**src/rtl/bre_pkg.sv**
```systemverilog
// Shared constants for the secondary-side error reporter.
// Assumes three sources whose index order is also the pointer priority order.
package bre_pkg;
    localparam int NSRC  = 3;
    localparam int PTR_W = 2;
    localparam int DW    = 32;
    localparam int SRC_PAR  = 0;
    localparam int SRC_SPIN = 1;
    localparam int SRC_MABT = 2;
    // sources that overwrite a valid pointer
    localparam logic [NSRC-1:0] TAKE_ALWAYS = 3'b001;
    // sources that copy the header when they win the pointer
    localparam logic [NSRC-1:0] LOGS_HDR    = 3'b101;
    localparam int NSEV = 2;   // 0 fatal, 1 non-fatal
    localparam int CTL_LEGACY = 0;
    localparam int CTL_FATAL  = 1;
    localparam int CTL_NONFAT = 2;
    typedef enum logic [2:0] {
        A_STAT = 3'd0, A_MASK = 3'd1, A_SEV = 3'd2, A_FEP = 3'd3,
        A_HLOG = 3'd4, A_CTRL = 3'd5, A_LEG = 3'd6, A_DEV  = 3'd7
    } reg_addr_e;
endpackage

```
**src/rtl/err_src_eval.sv**
```systemverilog
// Per-source decision logic: decides whether each pulse requests a message
// and whether it claims the first-error pointer. Purely combinational.
// Assumes the mask, severity and enables are the registered values of this cycle.
module err_src_eval
    import bre_pkg::*;
(
    input  logic [NSRC-1:0] ev,
    input  logic [NSRC-1:0] mask,
    input  logic [NSRC-1:0] sev,
    input  logic            legacy_en,
    input  logic            fatal_en,
    input  logic            nf_en,
    input  logic            fep_valid,
    output logic [NSRC-1:0] claim,
    output logic            req_fatal,
    output logic            req_nf,
    output logic            det_fatal,
    output logic            det_nf
);
    logic [NSRC-1:0] req;

    for (genvar i = 0; i < NSRC; i++) begin : g_src
        logic dev_en;
        // device enable chosen by this source's severity
        assign dev_en   = sev[i] ? fatal_en : nf_en;
        assign req[i]   = ev[i] & ~mask[i] & (legacy_en | dev_en);
        assign claim[i] = ev[i] & ~mask[i] & (TAKE_ALWAYS[i] | ~fep_valid);
    end

    // fold per-source results by severity
    always_comb begin
        req_fatal = |(req & sev);
        req_nf    = |(req & ~sev);
        det_fatal = |(ev & sev);
        det_nf    = |(ev & ~sev);
    end
endmodule

```
**src/rtl/err_fep_sel.sv**
```systemverilog
// Fixed-priority selection of the source that owns the first-error pointer.
// Lowest index wins. Assumes claims are already qualified by mask and validity.
module err_fep_sel
    import bre_pkg::*;
(
    input  logic [NSRC-1:0]  claim,
    output logic             win_valid,
    output logic [PTR_W-1:0] win_idx,
    output logic             win_logs
);
    // scan from the lowest priority up so the highest priority ends last
    always_comb begin
        win_idx = '0;
        for (int i = NSRC - 1; i >= 0; i--) begin
            if (claim[i]) win_idx = PTR_W'(i);
        end
        win_valid = |claim;
        win_logs  = win_valid & LOGS_HDR[win_idx];
    end
endmodule

```
**src/rtl/err_msg_pend.sv**
```systemverilog
// One pending message request with a valid/ready handshake.
// A new request merges into a pending one. Acceptance drops valid unless a new one arrives.
module err_msg_pend (
    input  logic clk,
    input  logic rst_n,
    input  logic new_req,
    input  logic rdy,
    output logic vld
);
    // hold the request until accepted
    always_ff @(posedge clk) begin
        if (!rst_n) vld <= 1'b0;
        else        vld <= (vld & ~rdy) | new_req;
    end
endmodule

```
**src/rtl/bridge_err_report.sv**
```systemverilog
// Secondary-side uncorrectable error reporter: register bank, pointer and header
// log, message requests and forwarding hints. Synchronous active-low reset.
// Assumes event pulses last one cycle and HDR_W does not exceed the data width.
module bridge_err_report
    import bre_pkg::*;
#(
    parameter int              HDR_W   = 32,
    parameter logic [NSRC-1:0] SEV_RST = 3'b010
) (
    input  logic             clk,
    input  logic             rst_n,
    input  logic             ev_par,
    input  logic             ev_spin,
    input  logic             ev_mabt,
    input  logic [HDR_W-1:0] ev_hdr,
    input  logic             reg_wr_en,
    input  logic [2:0]       reg_addr,
    input  logic [DW-1:0]    reg_wdata,
    output logic [DW-1:0]    reg_rdata,
    output logic             msg_fatal_vld,
    input  logic             msg_fatal_rdy,
    output logic             msg_nf_vld,
    input  logic             msg_nf_rdy,
    output logic             fwd_discard,
    output logic             fwd_continue
);
    localparam int SEL_BITS = 3;

    logic [NSRC-1:0]  ev;
    logic [NSRC-1:0]  stat_q, stat_d, stat_clr;
    logic [NSRC-1:0]  mask_q, sev_q;
    logic [2:0]       ctl_q, leg_q, leg_set, leg_clr;
    logic [1:0]       dev_q, dev_set, dev_clr;
    logic [PTR_W-1:0] fep_idx_q;
    logic             fep_valid_q;
    logic [HDR_W-1:0] hlog_q;
    logic [NSRC-1:0]  claim;
    logic             req_fatal, req_nf, det_fatal, det_nf;
    logic             win_valid, win_logs;
    logic [PTR_W-1:0] win_idx;
    logic [NSEV-1:0]  pend_new, pend_rdy, pend_vld;
    logic             wdata_unused;

    assign ev = {ev_mabt, ev_spin, ev_par};
    assign wdata_unused = ^reg_wdata[DW-1:SEL_BITS];

    err_src_eval u_eval (
        .ev        (ev),
        .mask      (mask_q),
        .sev       (sev_q),
        .legacy_en (ctl_q[CTL_LEGACY]),
        .fatal_en  (ctl_q[CTL_FATAL]),
        .nf_en     (ctl_q[CTL_NONFAT]),
        .fep_valid (fep_valid_q),
        .claim     (claim),
        .req_fatal (req_fatal),
        .req_nf    (req_nf),
        .det_fatal (det_fatal),
        .det_nf    (det_nf)
    );

    err_fep_sel u_sel (
        .claim     (claim),
        .win_valid (win_valid),
        .win_idx   (win_idx),
        .win_logs  (win_logs)
    );

    assign pend_new = {req_nf, req_fatal};
    assign pend_rdy = {msg_nf_rdy, msg_fatal_rdy};

    for (genvar s = 0; s < NSEV; s++) begin : g_pend
        err_msg_pend u_pend (
            .clk     (clk),
            .rst_n   (rst_n),
            .new_req (pend_new[s]),
            .rdy     (pend_rdy[s]),
            .vld     (pend_vld[s])
        );
    end
    assign msg_fatal_vld = pend_vld[0];
    assign msg_nf_vld    = pend_vld[1];

    // write-one-to-clear decode and set terms for sticky bits
    always_comb begin
        stat_clr = (reg_wr_en && reg_addr == A_STAT) ? reg_wdata[NSRC-1:0] : '0;
        leg_clr  = (reg_wr_en && reg_addr == A_LEG)  ? reg_wdata[2:0] : '0;
        dev_clr  = (reg_wr_en && reg_addr == A_DEV)  ? reg_wdata[1:0] : '0;
        stat_d   = (stat_q & ~stat_clr) | ev;
        leg_set  = {ev_mabt, ev_spin, ctl_q[CTL_LEGACY] & (req_fatal | req_nf)};
        dev_set  = {det_nf, det_fatal};
    end

    // sticky status, legacy and device bits
    always_ff @(posedge clk) begin
        if (!rst_n) begin
            stat_q <= '0;
            leg_q  <= '0;
            dev_q  <= '0;
        end else begin
            stat_q <= stat_d;
            leg_q  <= (leg_q & ~leg_clr) | leg_set;
            dev_q  <= (dev_q & ~dev_clr) | dev_set;
        end
    end

    // software-owned configuration registers
    always_ff @(posedge clk) begin
        if (!rst_n) begin
            mask_q <= '0;
            sev_q  <= SEV_RST;
            ctl_q  <= '0;
        end else if (reg_wr_en) begin
            if (reg_addr == A_MASK) mask_q <= reg_wdata[NSRC-1:0];
            if (reg_addr == A_SEV)  sev_q  <= reg_wdata[NSRC-1:0];
            if (reg_addr == A_CTRL) ctl_q  <= reg_wdata[2:0];
        end
    end

    // first-error pointer and header log
    always_ff @(posedge clk) begin
        if (!rst_n) begin
            fep_idx_q   <= '0;
            fep_valid_q <= 1'b0;
            hlog_q      <= '0;
        end else if (win_valid) begin
            fep_idx_q   <= win_idx;
            fep_valid_q <= 1'b1;
            if (win_logs) hlog_q <= ev_hdr;
        end else begin
            fep_valid_q <= fep_valid_q & stat_d[fep_idx_q];
        end
    end

    // one-cycle forwarding hints
    always_ff @(posedge clk) begin
        if (!rst_n) begin
            fwd_discard  <= 1'b0;
            fwd_continue <= 1'b0;
        end else begin
            fwd_discard  <= ev_mabt;
            fwd_continue <= ev_spin;
        end
    end

    // register read mux
    always_comb begin
        reg_rdata = '0;
        case (reg_addr)
            A_STAT:  reg_rdata[NSRC-1:0]  = stat_q;
            A_MASK:  reg_rdata[NSRC-1:0]  = mask_q;
            A_SEV:   reg_rdata[NSRC-1:0]  = sev_q;
            A_FEP:   reg_rdata[4:0]       = {fep_valid_q, 2'b00, fep_idx_q};
            A_HLOG:  reg_rdata[HDR_W-1:0] = hlog_q;
            A_CTRL:  reg_rdata[2:0]       = ctl_q;
            A_LEG:   reg_rdata[2:0]       = leg_q;
            default: reg_rdata[1:0]       = dev_q;
        endcase
    end
endmodule

```
**config.mk**
```make
export PLATFORM = sky130hd
export DESIGN_NAME = bridge_err_report
export DESIGN_NICKNAME = d
export VERILOG_FILES = /design/src/rtl/bre_pkg.sv /design/src/rtl/err_src_eval.sv /design/src/rtl/err_fep_sel.sv /design/src/rtl/err_msg_pend.sv /design/src/rtl/bridge_err_report.sv
export SDC_FILE = /design/constraint.sdc
export NUM_CORES = 1
export LEC_CHECK = 0
export BUFFER_PORTS_ARGS = -buffer_cell sky130_fd_sc_hd__buf_4
export CAP_MARGIN = 20
export CORE_MARGIN = 2
export CORE_UTILIZATION = 48
export DETAILED_ROUTE_END_ITERATION = 10
export MAX_ROUTING_LAYER = met4
export PLACE_DENSITY_LB_ADDON = 0.25
export SYNTH_ARGS = -nofsm -noshare
export SYNTH_HDL_FRONTEND = slang
export SYNTH_SLANG_ARGS = --single-unit
```
**constraint.sdc**
```tcl
create_clock -name clk -period 1.4 [get_ports clk]
set_input_delay 0.14 -clock clk [delete_from_list [all_inputs] [get_ports clk]]
set_output_delay 0.14 -clock clk [all_outputs]
set_load 0.01 [all_outputs]
```
After elaboration in Yosys (flattened, before gate mapping) --
Cells that the tools add are included. Widths: inputs -> output; s select.
Cells by class: add/sub/neg operators 0, multipliers 0, divide/modulo/power cells 0, $lt $le $gt $ge 2, eq/ne operators 7, shift operators 0, multiplexer cells 18, bitwise operators 39, reduce and logical (&&, ||, !) cells 13
Operators with widths (number):
- $mux 27 | 1
- $and 3x3->3 | 6
- $reduce_or 3->1 | 5
- $pmux 2 s7 | 1
- $and 1x1->1 | 13
- $eq 3x3->1 const B | 4
- $not 3->3 | 3
- $mux 2 | 4
- $reduce_and 2->1 | 4
- $eq 3x2->1 const B | 2
- $lt 2x3->1 const B | 2
- $mux 1 | 6
- $mux 3 | 2
- $not 1->1 | 6
- $or 1x1->1 | 6
- $or 3x3->3 | 2
- $pmux 1 s6 | 1
- $bmux 1 s2 | 2
- $pmux 2 s2 | 1
- $eq 3x1->1 const B | 1
- $logic_and 1x1->1 | 3
- $logic_not 3->1 | 1
- $and 2x2->2 | 1
- $not 2->2 | 1
- $or 2x2->2 | 1
Word-level totals: register bits after elaboration 56, bits in latches 0, memory bits (writable) 0, memory bits (read-only) 0, input port bits 75, memories 0

Longest topological paths before layout --
Gate-level depths: netlist of run 1.
depth after elaboration 10, depth in mapped cells 6, mapped depth without buffers 4

Hierarchy --
Synthesis of run 1 repeated with hierarchy kept, for this count alone.
Unflattened totals: cells, all modules 324, area total of the unflattened synthesis 2706.3 um^2
By module, submodules not included:
- bridge_err_report | times used 1, cells an instance 295, area an instance 2477.4 um^2, seq. area each 1081.0 um^2
- err_src_eval | times used 1, cells an instance 18, area an instance 117.6 um^2, seq. area each 0.0 um^2
- err_msg_pend | times used 2, cells an instance 3, area an instance 41.3 um^2, seq. area each 20.0 um^2
- err_fep_sel | times used 1, cells an instance 5, area an instance 28.8 um^2, seq. area each 0.0 um^2

Worst setup path before layout of run 1 --
Ideal clock, no wire load.
path kind register to register, start point register fep_valid_q, end point register hlog_q[17], library setup time 128 ps, arrival 1131 ps, slack 141 ps, stages on the path, launching flop included 6, path buffers 1, period minus slack after synthesis 1259 ps, cell sequence dfxtp_1 -> nor3b_4 -> a21oi_4 -> buf_6 -> mux2i_1 -> nor2_1
On the way: word-level cells in the longest chain between the ends 9, elaborated cells on any way between the ends 11, classes of those cells mux (5); bitwise (4); reduce/logical (2)
Ends and longest elaborated chain:
- start, declared | line bridge_err_report.sv:35 | logic fep_valid_q;
- start signal, assigned | line bridge_err_report.sv:131 | fep_valid_q <= fep_valid_q & stat_d[fep_idx_q];
- $not 1->1 (*)
- $and 1x1->1 | line err_src_eval.sv:27 | assign claim[i] = ev[i] & ~mask[i] & (TAKE_ALWAYS[i] | ~fep_valid);
- $mux 2 (3 in a row) | line err_fep_sel.sv:15 | if (claim[i]) win_idx = PTR_W'(i);
- $bmux 1 s2 | line err_fep_sel.sv:18 | win_logs = win_valid & LOGS_HDR[win_idx];
- $mux 1 (implied by the code) | line err_fep_sel.sv:18
- $and 1x1->1 | line err_fep_sel.sv:18
- $reduce_and 2->1 (no source line) (*)
- end signal, assigned | line bridge_err_report.sv:129 | if (win_logs) hlog_q <= ev_hdr;
- end, declared | line bridge_err_report.sv:36 | logic [HDR_W-1:0] hlog_q;
Every way passes the cells marked *; elsewhere a longest branch is shown, timed or not. The select of a mux whose other input is x is not followed. A chain may end at the register's enable or synchronous reset.

Worst setup path after layout of run 1 --
start point register ctl_q[1], end point output port reg_rdata[1]
On the way: word-level cells in the longest chain between the ends 1
Ends and longest elaborated chain:
- start, declared | line bridge_err_report.sv:32 | logic [2:0] ctl_q, leg_q, leg_set, leg_clr;
- start signal, assigned | line bridge_err_report.sv:116 | if (reg_addr == A_CTRL) ctl_q <= reg_wdata[2:0];
- $pmux 2 s7 | line bridge_err_report.sv:149 | case (reg_addr)
- end, declared | line bridge_err_report.sv:19 | output logic [DW-1:0] reg_rdata,
No other way between the ends.

==> results.toml, run 1 <==
[finish]
n_fill_cell = 412
area_growth_pct = 39.99
finalNetCount = 462
antennaDiodeCount = 0
final_area_mm2 = 0.003657
drive_above_1_share_pct = 37.98
final_cells = 457

[power]
internal_power_uw = 2387
combPwrFrac_pct = 19.9
power_density_mw_per_mm2 = 885.2
fin_total_pwr_uw = 3237
netSwitchingFraction_pct = 26.26
peakVddDrop_uv = 643.3
clkPwrFrac_pct = 26.4
power.share.sequential_pct = 53.7
p_sw_uw = 850.2
power_leakage_uw = 0.001701

[floorplanning]
die-area_mm2 = 0.006049
fp.dieW_um = 77.78
num_io_pins = 111
die_height_um = 77.78
core.rowCount = 26
core_mm2 = 0.005172
initial_core_util_pct = 50.51

[sta]
max_clock_freq_ghz = 0.6115
skew_ns = 0.008336
timing.final.crit_share_pct = 116.8
worstMarginPinSlew_ns = 0.3872
maxSlewHeadroom_pct = 74.12
rsz0062_at_grt = "yes"
slew_viol_final = 0
setup_slack_ns = -0.2352
hold_viol_final = 0
holdWs_ns = 0.05679
post-route-min-period_ns = 1.635
setup_violations = 27
tns_ns = -2.295

[detailed_routing]
drt_pass1_iterations = 5
initialDrtViolationCount = 272
via_per_inst = 5.188
drt.antenna.violating_nets = 0
vias = 2371
drcViolationCount = 0
wire_per_inst_um = 15.09
wl_um = 6898

[global_routing]
grt_overflow = 0
grt_pass1_wl_um = 10740
gr-usage-met3_pct = 3.953
grt_antenna_before_repair = 0
grt_usage_pct = 22.81
grt_max_degree = 33
busiest_layer = "met2"
grt_use_met1_pct = 28.71
grt_pass1_vias = 2247
grt.met2_usage_pct = 39.14

[status]
violations = "negative setup slack"
status = "complete, but fails checks"

[logic_synthesis]
synth.area.mux_share_pct = 18.68
synth_seq_cells = 56
synth_compound_area_share_pct = 8.190
synth_fp_nets = 362
syn_area_mm2 = 0.002613
synthAdderAreaFrac_pct = 0
synth_top_family_by_area = "simple AND/OR/NAND/NOR gates"
synth_xor_area_share_pct = 0
netlist_instances = 287
yosysSeqAreaShare_pct = 42.91
synth.distinct_cells = 39
avgSynthCellArea_um2 = 9.103
yosysWarningCount = 0
synthSimpleGateAreaFrac_pct = 25.81

[worst_hold_path]
min_path_type = "in2reg"

[critical_path]
endpoint = "reg_rdata[1]"
crit_start = "ctl_q[1]"
crit_arrival_ns = 1.50
path_class = "reg2out"
worst_setup_path_end_kind = "output port"
r2r_end = "hlog_q[18]"
reg2reg_depth = 7
startpoint_type = "register"
crit_fanout = 2
r2r_start = "mask_q[1]"
r2r_slack_ns = -0.12
worstPathRequired_ns = 1.26

[clock_network]
clockBufferDepth = 2
postCtsHoldBufs = 0
clk-insertion-delay-late_ns = 0.31
h-tree-depth = 2
numCtsBuffers = 5
cts_tree = "built"
path_clk_slew_ns = 0.09
cts_sinks = 56
cts_root_buf = "clkbuf_8"

[placed_design]
routabilityCongestion = 0.9068
placed_area_mm2 = 0.003326
place_hpwl_um = 4653
placed_cells = 435
io_buffers = 81

[run]
maxCapViolations = 0
==> power by group through the flow <==
stage                     Sequential, uW  Combinational [uW]  Clock, uW
final                               1740                 644        856
after global routing                1750                 698        946
after CTS                           1740                 582        877
after detailed placement            1780                 556          0
after global placement              1770                 545          0
after floorplan                     1760                 328          0
==> flip-flops by register name, summed over array words and instances (netlist names) <==
| register | count |
|---|---|
| fep_valid_q | 1 |
| hlog_q | 32 |
| g_pend.u_pend.vld | 2 |
| fep_idx_q | 2 |
| fwd_continue | 1 |
| mask_q | 3 |
| sev_q | 3 |
| dev_q | 2 |
| ctl_q | 3 |
| fwd_discard | 1 |
| leg_q | 3 |
| stat_q | 3 |
==> worst min path at each step <==
stage,depth (start not counted),from,end
floorplan,1,rst_n,sev_q[1]
global placement,3,ev_hdr[30],hlog_q[30]
detailed placement,2,rst_n,sev_q[1]
CTS,2,rst_n,sev_q[1]
global route,3,ev_hdr[20],hlog_q[20]
finish,2,rst_n,sev_q[1]
==> area by class of cell <==
cell class	instances	area [um2]	area share (%)
Multi-Input combinational cell	209	1423	38.90
Clock inverter	1	8.758	0.2395
Sequential cell	56	1142	31.24
Inverter	6	22.52	0.6158
Timing Repair Buffer	109	900.9	24.63
Tap cell	70	87.58	2.395
Clock buffer	6	72.57	1.984
==> per-layer routing <==
metal / wire, um / share of wire [%]
met4: 55 / 0.80
met2: 3441 / 50
met1: 2911 / 42
met5: 0 / 0
met3: 490 / 7.1
==> layout by cell type, fill, tap and decap left out, drive strengths merged <==
master     n
a21boi     1
a21oi     13
a222oi     2
a22oi      2
a31o       1
a31oi      2
and2      28
and3b      2
and4       1
and4b      1
buf      107
clkbuf     8
dfxtp     56
inv        7
mux2       2
mux2i     42
mux4       2
nand2     15
nand2b     6
nand3      1
nand3b     2
nand4b     2
nor2      61
nor2b      3
nor3       4
nor3b      2
nor4b      1
nor4bb     1
o211ai     1
o21ai      4
o22ai      6
o2bb2ai    1
==> cells in the mapped netlist <==
master,instances,area [um2]
o2bb2ai_1,1,8.760
a21oi_1,12,60.06
o211ai_1,1,7.510
buf_2,5,25.02
nor3b_4,1,18.77
mux4_2,2,45.04
o21ai_0,4,20.02
nand2b_4,1,13.76
dfxtp_1,56,1121
buf_4,1,7.510
o22ai_1,6,37.54
nor3_2,1,10.01
a31o_2,1,8.760
nand3_1,1,5.000
nand2_1,15,56.30
nor4b_2,1,15.01
a31oi_1,2,12.51
mux2_2,2,22.52
clkbuf_1,7,26.28
a22oi_1,2,15.01
and4_1,1,8.760
nor4bb_1,1,10.01
nor2b_1,3,18.77
nor3_1,3,15.01
nand4b_1,2,17.52
buf_6,3,33.78
and4b_1,1,10.01
and3b_1,2,17.52
nor2_1,61,229.0
and2_1,28,175.2
a21oi_4,1,16.27
a21boi_0,1,7.510
a222oi_1,2,20.02
inv_2,1,3.750
nand2b_1,5,31.28
nor3b_1,1,7.510
mux2i_1,42,420.4
nand3b_1,2,15.01
inv_1,5,18.77
==> worst max-delay path: stages (launching register included) <==
cell     delay [ns]
dfxtp_2        0.34
mux4_2         0.45
mux2_4         0.28
buf_6          0.12
==> cell families (layout without fill, tap and decap cells) <==
kind of cell	count (synthesis)	in the layout
simple gates	130	130
flops	56	56
mux	46	46
compound gates	33	33
buf+inv	22	122
==> repair_timing <==
item	in CTS	in global routing
pin swaps	4	7
endpoints found under the setup margin	3	56
endpoints found under the hold margin	0	0
buffers inserted	9	4
gates resized for setup	18	13
cloned	0	3
==> per-stage QoR <==
step / utilization, % / setup slack (ns)
6_report: 70.71 / -0.2352
5_1_grt: 70.71 / -0.2682
4_1_cts: 67.90 / -0.2409
3_5_place_dp: 64.30 / 0.01136
3_3_place_gp: 64.30 / 0.03321
2_1_floorplan: - / 0.1411
Note: power is estimated with default switching activity, not from simulation.
==> run 2: changes to the inputs <==
clock period = 1.7 ns   (was 1.4 ns; I/O delays follow)
==> run 2 against run 1 <==
Global-route usage shrank 2.2 points. Critical path depth is the same. Highest routed layer unchanged. Design area down 7.4%. Hold slack improved by 0.035 ns. Largest cell class unchanged. Sequential share of layout area increased by 2.0 points. The run now ends clean. Utilization shrank 5.2 points. Clock-buffer cell count did not move.
==> results.toml, run 2 (same netlist as run 1, synthesis figures left out) <==
[detailed_routing]
wl_um = 6031
dr_wl_met2_um = 3020
drcViolationCount = 0
initialDrtViolationCount = 243
vias = 2313
wl_met3_um = 410
wl_met1_um = 2528
maxUsedRoutingLayer = "met4"
wire_per_inst_um = 13.83
drt_pass1_iterations = 4
via_per_inst = 5.305
drt.antenna.violating_nets = 0

[finish]
largest_register_ffs = 32
drive_above_1_share_pct = 29.78
final_common_cell = "buf_4"
antennaDiodeCount = 0
regMostFlops = "hlog_q"
area_growth_pct = 29.65
n_fill_cell = 433
mostFrequentLayoutCells = "85 x buf_4, 61 x nor2_1, 52 x dfxtp_1"
finalNetCount = 441

[power]
p_sw_uw = 665.5
fin_total_pwr_uw = 2584
netSwitchingFraction_pct = 25.75
peakVddDrop_uv = 416.3
power.share.sequential_pct = 55.5
combPwrFrac_pct = 17.5
internal_power_uw = 1919
power_leakage_uw = 0.001565
power_density_mw_per_mm2 = 763.0
clkPwrFrac_pct = 27.0

[sta]
max_clock_freq_ghz = 0.6031
post-route-min-period_ns = 1.658
worstMarginPinSlew_ns = 0.3890
maxSlewHeadroom_pct = 74.03
hold_viol_final = 0
timing.final.crit_share_pct = 97.53
setup_violations = 0
slew_viol_final = 0
skew_ns = 0.002618
holdWs_ns = 0.09143

[clock_network]
cts_sinks = 56
cts_root_buf = "clkbuf_8"
cts_tree = "built"
postCtsHoldBufs = 0
numCtsBuffers = 5
path_clk_slew_ns = 0.09
clockBufferDepth = 2
clk-insertion-delay-late_ns = 0.30
h-tree-depth = 2

[critical_path]
path_class = "reg2out"
crit_chain = "mux4_2, mux2_4, buf_6"
path_delay_family = "multiplexers"
worst_path_max_delay_cell = "mux4_2"
worstPathRequired_ns = 1.53
crit_fanout = 3
r2r_slack_ns = 0.27
crit_arrival_ns = 1.49
cpPeakStageDelay_ns = 0.45
startpoint_type = "register"
path_buf_inv = 1
worst_setup_path_end_kind = "output port"

[floorplanning]
die-area_mm2 = 0.006049
core_mm2 = 0.005172
die_height_um = 77.78
fp.dieW_um = 77.78
initial_core_util_pct = 50.51
core.rowCount = 26
num_io_pins = 111

[placed_design]
place_hpwl_um = 4380
io_buffers = 81
routabilityCongestion = 0.9166

[global_routing]
grt_overflow = 0
grt_max_degree = 34
grt_usage_pct = 20.64
grt_antenna_before_repair = 0
grt_pass1_wl_um = 9735
grt_pass1_vias = 2089

[worst_hold_path]
min_path_type = "in2reg"

[status]
status = "completed"

[run]
maxCapViolations = 0
==> run 2: cell types whose count changed in the layout (fill, tap and decap cells not counted), moves of 3 or more <==
cell,before,now
dfxtp_1,43,52
buf_4,100,85
dfxtp_2,11,4
buf_6,4,1
==> run 2: area by class of cell <==
cell class	count	area, um2	share of cell area (%)
well taps	70	87.58	2.586
clock inverters	1	8.758	0.2586
flip-flops and latches	56	1126	33.25
inverters	6	22.52	0.6649
multi-input cells	209	1380	40.75
clock buffers	6	72.57	2.143
repair buffers	88	689.4	20.35
==> run 2: power groups by stage <==
stage	logic, uW	registers, uW	clock network, uW
after global routing	496	1440	772
after detailed placement	448	1460	0
after global placement	440	1460	0
after floorplan	270	1450	0
final	452	1430	699
after CTS	450	1430	728
==> run 2: worst paths after layout <==
kind                                 start           end  cells after the start
worst min-delay path            ev_hdr[23]    hlog_q[23]                      3
worst max-delay path              ctl_q[1]  reg_rdata[1]                      3
worst max register to register   mask_q[2]    hlog_q[24]                      5
worst min register to register    dev_q[0]      dev_q[0]                      2
==> run 2: what timing repair did <==
item,in CTS,in global routing
endpoints found under the setup margin,1,1
buffers inserted,0,1
pin swaps,0,0
cloned,0,0
resized for setup,1,5
==> run 2: metrics by stage <==
step                instance area, um2  setup WS [ns]  utilization (%)  instances  setup TNS, ns
floorplan                         2613         0.4411                -        287              0
global placement                  3286         0.2253            63.52        428              0
detailed placement                3286         0.2265            63.52        428              0
CTS                               3368       0.005144            65.12        435              0
global route                      3387      -0.004037            65.48        436      -0.004037
finish                            3387        0.04197            65.48        436              0
==> run 2: worst register-to-register path: stages, from the launching register on <==
cell	delay [ns]
dfxtp_1	0.45
nor3b_4	0.09
a21oi_4	0.21
buf_4	0.28
mux2i_1	0.24
nor2_1	0.06
==> run 2: metal layers <==
| metal | global-route usage, % | vias up |
|---|---|---|
| met5 | - | - |
| met4 | 6.429 | 0 |
| met3 | 3.372 | 8 |
| met2 | 34.48 | 83 |
| met1 | 25.63 | 1092 |
| li1 | - | 1130 |
